$ cat config.mk
export PLATFORM = sky130hd
export DESIGN_NAME = fbus_write_qual
export DESIGN_NICKNAME = d
export VERILOG_FILES = /design/src/rtl/fbwq_pkg.sv /design/src/rtl/fbwq_level_filter.sv /design/src/rtl/fbwq_cycle_qualifier.sv /design/src/rtl/fbus_write_qual.sv
export SDC_FILE = /design/constraint.sdc
export NUM_CORES = 1
export LEC_CHECK = 0
export ABC_AREA = 1
export BUFFER_PORTS_ARGS = -buffer_cell sky130_fd_sc_hd__buf_2
export CORE_UTILIZATION = 55
export CTS_CLUSTER_DIAMETER = 100
export DETAILED_ROUTE_END_ITERATION = 12
export HOLD_SLACK_MARGIN = 0.02
export PLACE_DENSITY = 0.88
export SETUP_SLACK_MARGIN = 0.3
export SLEW_MARGIN = 20
export SYNTH_ARGS = -nofsm -noshare
export SYNTH_HDL_FRONTEND = slang
export SYNTH_SLANG_ARGS = --single-unit
$ cat constraint.sdc
create_clock -name clk -period 3.5 [get_ports clk]
set_input_delay 0.7 -clock clk [delete_from_list [all_inputs] [get_ports clk]]
set_output_delay 0.7 -clock clk [all_outputs]
set_load 0.1 [all_outputs]
$ cat src/rtl/fbwq_pkg.sv
// Shared definitions for the flash bus write qualifier.
// Assumes the strobes are active low and idle high.
package fbwq_pkg;
    localparam int STROBE_CNT = 3;
    localparam int IDX_CE     = 0;
    localparam int IDX_WE     = 1;
    localparam int IDX_OE     = 2;
    localparam logic [STROBE_CNT-1:0] STROBES_IDLE = '1;
endpackage

$ cat src/rtl/fbwq_level_filter.sv
// Synchronizes one asynchronous level and lets its filtered copy follow
// only after STEPS consecutive clocks at the new level.
// Assumes the raw input idles at RESET_VAL.
module fbwq_level_filter #(
    parameter int   STEPS     = 4,
    parameter logic RESET_VAL = 1'b1
) (
    input  logic clk,
    input  logic rst_n,
    input  logic raw_in,
    output logic level_out
);
    localparam int CW = (STEPS > 1) ? $clog2(STEPS) : 1;
    localparam logic [CW-1:0] LAST = CW'(STEPS - 1);

    logic          sync1_q, sync2_q, filt_q;
    logic [CW-1:0] run_q;

    // two-flop synchronizer followed by a saturating settle counter
    always_ff @(posedge clk) begin
        if (!rst_n) begin
            sync1_q <= RESET_VAL;
            sync2_q <= RESET_VAL;
            filt_q  <= RESET_VAL;
            run_q   <= '0;
        end else begin
            sync1_q <= raw_in;
            sync2_q <= sync1_q;
            if (sync2_q == filt_q) begin
                run_q <= '0;
            end else if (run_q == LAST) begin
                filt_q <= sync2_q;
                run_q  <= '0;
            end else begin
                run_q <= run_q + 1'b1;
            end
        end
    end

    assign level_out = filt_q;

    // a filtered change always moves to the synchronized level
    assert_strobe_step_R3: assert property (@(posedge clk) disable iff (!rst_n)
        (filt_q != $past(filt_q)) |-> (filt_q == $past(sync2_q)));

    // filtered level holds while synchronized level agrees with it
    assert_strobe_hold_R3: assert property (@(posedge clk) disable iff (!rst_n)
        (sync2_q == filt_q) |=> $stable(filt_q));
endmodule

$ cat src/rtl/fbwq_cycle_qualifier.sv
// Applies the logical, lockout and power-up inhibits to filtered strobes,
// captures the address at the opening of a cycle and the data at its close,
// and emits a one-clock event for each accepted cycle.
// Assumes address and data are stable across the filter delay.
module fbwq_cycle_qualifier #(
    parameter int ADDR_W = 16,
    parameter int DATA_W = 8
) (
    input  logic              clk,
    input  logic              rst_n,
    input  logic              ce_f,
    input  logic              we_f,
    input  logic              oe_f,
    input  logic              lock_f,
    input  logic [ADDR_W-1:0] addr_in,
    input  logic [DATA_W-1:0] data_in,
    output logic              wr_valid,
    output logic [ADDR_W-1:0] wr_addr,
    output logic [DATA_W-1:0] wr_data
);
    logic              inhibit_q, in_cycle_q, valid_q;
    logic [ADDR_W-1:0] addr_cap_q, addr_out_q;
    logic [DATA_W-1:0] data_out_q;
    logic              open_now, strobe_end, accept_end;

    // a write window is open only with both enables low, output enable high
    assign open_now   = !ce_f && !we_f && oe_f && !lock_f && !inhibit_q;
    // the first enable to rise closes the window
    assign strobe_end = ce_f || we_f;
    assign accept_end = in_cycle_q && !open_now && strobe_end && oe_f && !lock_f;

    // power-up inhibit: set during lockout, cleared once an enable is high
    always_ff @(posedge clk) begin
        if (!rst_n)      inhibit_q <= 1'b1;
        else if (lock_f) inhibit_q <= 1'b1;
        else if (strobe_end) inhibit_q <= 1'b0;
    end

    // cycle tracking and address capture at the later falling enable
    always_ff @(posedge clk) begin
        if (!rst_n) begin
            in_cycle_q <= 1'b0;
            addr_cap_q <= '0;
        end else begin
            in_cycle_q <= open_now;
            if (open_now && !in_cycle_q) addr_cap_q <= addr_in;
        end
    end

    // event output with data taken at the earlier rising enable
    always_ff @(posedge clk) begin
        if (!rst_n) begin
            valid_q    <= 1'b0;
            addr_out_q <= '0;
            data_out_q <= '0;
        end else begin
            valid_q <= accept_end;
            if (accept_end) begin
                addr_out_q <= addr_cap_q;
                data_out_q <= data_in;
            end
        end
    end

    assign wr_valid = valid_q;
    assign wr_addr  = addr_out_q;
    assign wr_data  = data_out_q;

    // the event lasts a single clock
    assert_pulse_single_R2: assert property (@(posedge clk) disable iff (!rst_n)
        valid_q |=> !valid_q);
    // an event closes a cycle that was open
    assert_event_after_cycle_R6: assert property (@(posedge clk) disable iff (!rst_n)
        valid_q |-> $past(in_cycle_q));
    // no event is issued after a clock in lockout
    assert_lock_blocks_R7: assert property (@(posedge clk) disable iff (!rst_n)
        lock_f |=> !valid_q);
    // a cycle never opens while power-up inhibit is set
    assert_start_clear_R8: assert property (@(posedge clk) disable iff (!rst_n)
        $rose(in_cycle_q) |-> !$past(inhibit_q));
    // an event needs output enable high at the closing clock
    assert_oe_end_R9: assert property (@(posedge clk) disable iff (!rst_n)
        valid_q |-> $past(oe_f));
endmodule

$ cat src/rtl/fbus_write_qual.sv
// Top of the write qualifier: filters the three strobes and the lockout
// input, then qualifies write cycles for the command decoder.
// Assumes one clock domain; the pins are asynchronous to it.
module fbus_write_qual #(
    parameter int ADDR_W = 16,
    parameter int DATA_W = 8,
    parameter int FILT_N = 4
) (
    input  logic              clk,
    input  logic              rst_n,
    input  logic              ce_n_pin,
    input  logic              we_n_pin,
    input  logic              oe_n_pin,
    input  logic [ADDR_W-1:0] addr_pin,
    input  logic [DATA_W-1:0] data_pin,
    input  logic              supply_low,
    output logic              wr_valid,
    output logic [ADDR_W-1:0] wr_addr,
    output logic [DATA_W-1:0] wr_data,
    output logic              cmd_reset
);
    import fbwq_pkg::*;

    logic [STROBE_CNT-1:0] raw_strobes, filt_strobes;
    logic                  lock_f;

    assign raw_strobes[IDX_CE] = ce_n_pin;
    assign raw_strobes[IDX_WE] = we_n_pin;
    assign raw_strobes[IDX_OE] = oe_n_pin;

    // one settle filter per strobe
    for (genvar i = 0; i < STROBE_CNT; i++) begin : g_strobe
        fbwq_level_filter #(.STEPS(FILT_N), .RESET_VAL(STROBES_IDLE[i])) u_filt (
            .clk      (clk),
            .rst_n    (rst_n),
            .raw_in   (raw_strobes[i]),
            .level_out(filt_strobes[i])
        );
    end

    // lockout is synchronized only; it resets asserted
    fbwq_level_filter #(.STEPS(1), .RESET_VAL(1'b1)) u_lock (
        .clk      (clk),
        .rst_n    (rst_n),
        .raw_in   (supply_low),
        .level_out(lock_f)
    );

    fbwq_cycle_qualifier #(.ADDR_W(ADDR_W), .DATA_W(DATA_W)) u_qual (
        .clk     (clk),
        .rst_n   (rst_n),
        .ce_f    (filt_strobes[IDX_CE]),
        .we_f    (filt_strobes[IDX_WE]),
        .oe_f    (filt_strobes[IDX_OE]),
        .lock_f  (lock_f),
        .addr_in (addr_pin),
        .data_in (data_pin),
        .wr_valid(wr_valid),
        .wr_addr (wr_addr),
        .wr_data (wr_data)
    );

    assign cmd_reset = lock_f;
endmodule

==> results.json <==
{
  "drv_slew": 0,
  "clock_latency_ns": 0.33,
  "die_y_microns": 66.8,
  "place.port_buffers": 55,
  "cts.clk_slew.worst_paths_ns": 0.06,
  "ant_nets": 0,
  "max_freq_mhz": 433,
  "fin_skew_ns": 0.00385,
  "area_growth_pct": 18.4,
  "yosysUniqueCellTypes": 21,
  "finalCritPeriodShare_pct": 66.0,
  "crit_chain": "buf_2, clkinv_1, or2_2",
  "status": "complete, no violations",
  "max_slew_margin_pct": 32.3,
  "nNetsFinal": 364,
  "cpPeakStageDelay_ns": 0.89,
  "hpwl_microns": 2680,
  "numClockSinks": 62,
  "synth_cells": 280,
  "hold_class": "reg2reg",
  "fill_cells": 337,
  "worst-endpoint-arrival_ns": 2.52,
  "cts_max_level": 3,
  "postCtsSetupRepairBufs": 0,
  "cap_violations": 0,
  "p_leak_nw": 1.31,
  "grt_pass1_vias": 1593,
  "hold_path_depth": 1,
  "cts.repair.resized": 0,
  "cp_data_required_time_ns": 3.71,
  "dr.pass1.iters": 4,
  "io_pins": 56,
  "antenna_found_initial": 0,
  "synth_nets": 313,
  "dieArea_sq_um": 4460,
  "layout-drive-gt1-share_pct": 24.5,
  "tightestPinTransition_ns": 1.01,
  "final_cell_mix": "dfxtp_1, nand2_1, buf_2",
  "final_hold_viol_count": 0,
  "core_sq_um": 4000,
  "grt.total_usage_pct": 21.1,
  "ctsHoldBuffers": 0,
  "place_congestion": 0.725,
  "ir_drop_uv": 245,
  "clockBufferDepth": 2,
  "r2r_cells": 4,
  "hold_slack_ns": 0.410,
  "die_w_microns": 66.8,
  "tns_ns": 0,
  "start_util_pct": 57.6,
  "detail_route.wl_per_cell_microns": 10.8,
  "grt_max_degree": 40,
  "rsz0062_at_grt": "no",
  "ys_seq_area_share_pct": 53.8,
  "cp_max_fo": 39,
  "power.density_nw_per_um2": 491,
  "rows": 23,
  "worstSetupPathType": "in2reg",
  "r2r_slack_ns": 1.87,
  "worst_setup_path_start_kind": "input pin",
  "grt_first_pass_wirelength_microns": 6800,
  "syn_area_sq_um": 2310,
  "setup_viol": 0,
  "end_kind": "flop",
  "via_per_inst": 4.84,
  "drt-total-wl_microns": 4170,
  "ys_ff_latch": 62,
  "diodes": 0,
  "layout_commonest_cell": "dfxtp_1",
  "slowest_stage": "clkinv_1",
  "clockRootBuffer": "clkbuf_8",
  "routed-via-count": 1862,
  "avgSynthCellArea_sq_um": 8.24,
  "drt_iter0_markers": 135,
  "grt_overflow": 0,
  "min_period_ns": 2.31,
  "ys_warn_count": 0,
  "cts_tree": "built",
  "cts_buffers": 9,
  "drc": 0
}
[logic make-up (layout without fill, tap and decap cells)]
logic type / after synthesis / count (layout) / share of synthesized area, %
AND/OR/NAND/NOR: 134 / 134 / 26.9
flip-flops: 62 / 62 / 53.8
buffers and inverters: 41 / 96 / 8.57
AO/OA/AOI/OAI: 39 / 39 / 8.95
adder cells (fa/ha/maj): 3 / 3 / 1.63
other: 1 / 1 / 0.163
[final timing paths]
check | start | to
min | u_lock.sync1_q | u_lock.sync2_q
max reg2reg | u_lock.level_out | u_qual.addr_cap_q[0]
min reg2reg | u_lock.sync1_q | u_lock.sync2_q
max | rst_n | g_strobe[1].u_filt.sync2_q
[stage by stage]
step | cell area [sq um] | setup slack [ns] | instances | utilization (%) | power (mW)
floorplan | 2310 | 1.74 | 280 | - | 0.759
global placement | 2540 | 1.32 | 370 | 63.6 | 0.779
detailed placement | 2540 | 1.31 | 370 | 63.6 | 0.780
CTS | 2730 | 1.47 | 385 | 68.3 | 1.35
global route | 2730 | 1.05 | 385 | 68.3 | 1.39
finish | 2730 | 1.19 | 385 | 68.3 | 1.34
[worst max-delay path, delay by kind of cell]
family / cells / cell delay, ns
buf+inv: 2 / 1.19
simple gates: 1 / 0.62
[report_power, final]
part	total [mW]	switching [mW]	internal [mW]
clock network	0.576	0.244	0.331
logic	0.0476	0.0289	0.0187
registers	0.717	0.00419	0.713
[cell usage after synthesis]
cell type  count  share of area [%]
nand3_1       25                5.4
dfxtp_1       62                 54
a211o_1        1               0.38
conb_1         1               0.16
nand2_4        1               0.49
a21oi_1       31                6.7
nand4_4        1               0.92
buf_6          4                2.0
nor2_1        40                6.5
or2_2          8                2.2
buf_4          2               0.65
nor2_4         1               0.49
buf_2          5                1.1
nor2_8         2                1.7
clkbuf_1       4               0.65
inv_1         25                4.1
ha_1           3                1.6
nand2_1       56                9.1
inv_2          1               0.16
o21ai_0        4               0.87
o211ai_1       3               0.98
[registers in the layout (all words and copies together), names as in the netlist, 3 cells and up]
signal                     count
g_strobe.u_filt.level_out      3
g_strobe.u_filt.run_q          6
g_strobe.u_filt.sync1_q        3
g_strobe.u_filt.sync2_q        3
u_qual.addr_cap_q             16
u_qual.wr_addr                16
u_qual.wr_data                 8
[layer usage]
layer	vias to the layer above	routed length, microns	GRT usage [%]	part of all wire, %
li1	984	-	-	-
met2	46	1920	32.3	46
met1	822	1890	24.4	45
met3	10	230	5.99	5.5
met4	0	132	16.5	3.2
met5	-	0	0	0
[cell type report]
| type | instances | area, sq um | share of cell area [%] |
|---|---|---|---|
| Clock buffer | 15 | 186 | 6.83 |
| Inverter | 26 | 97.6 | 3.57 |
| Multi-Input combinational cell | 177 | 867 | 31.8 |
| Sequential cell | 62 | 1240 | 45.5 |
| Tap cell | 50 | 62.6 | 2.29 |
| Timing Repair Buffer | 55 | 275 | 10.1 |
(Power assumes the default switching activity.)
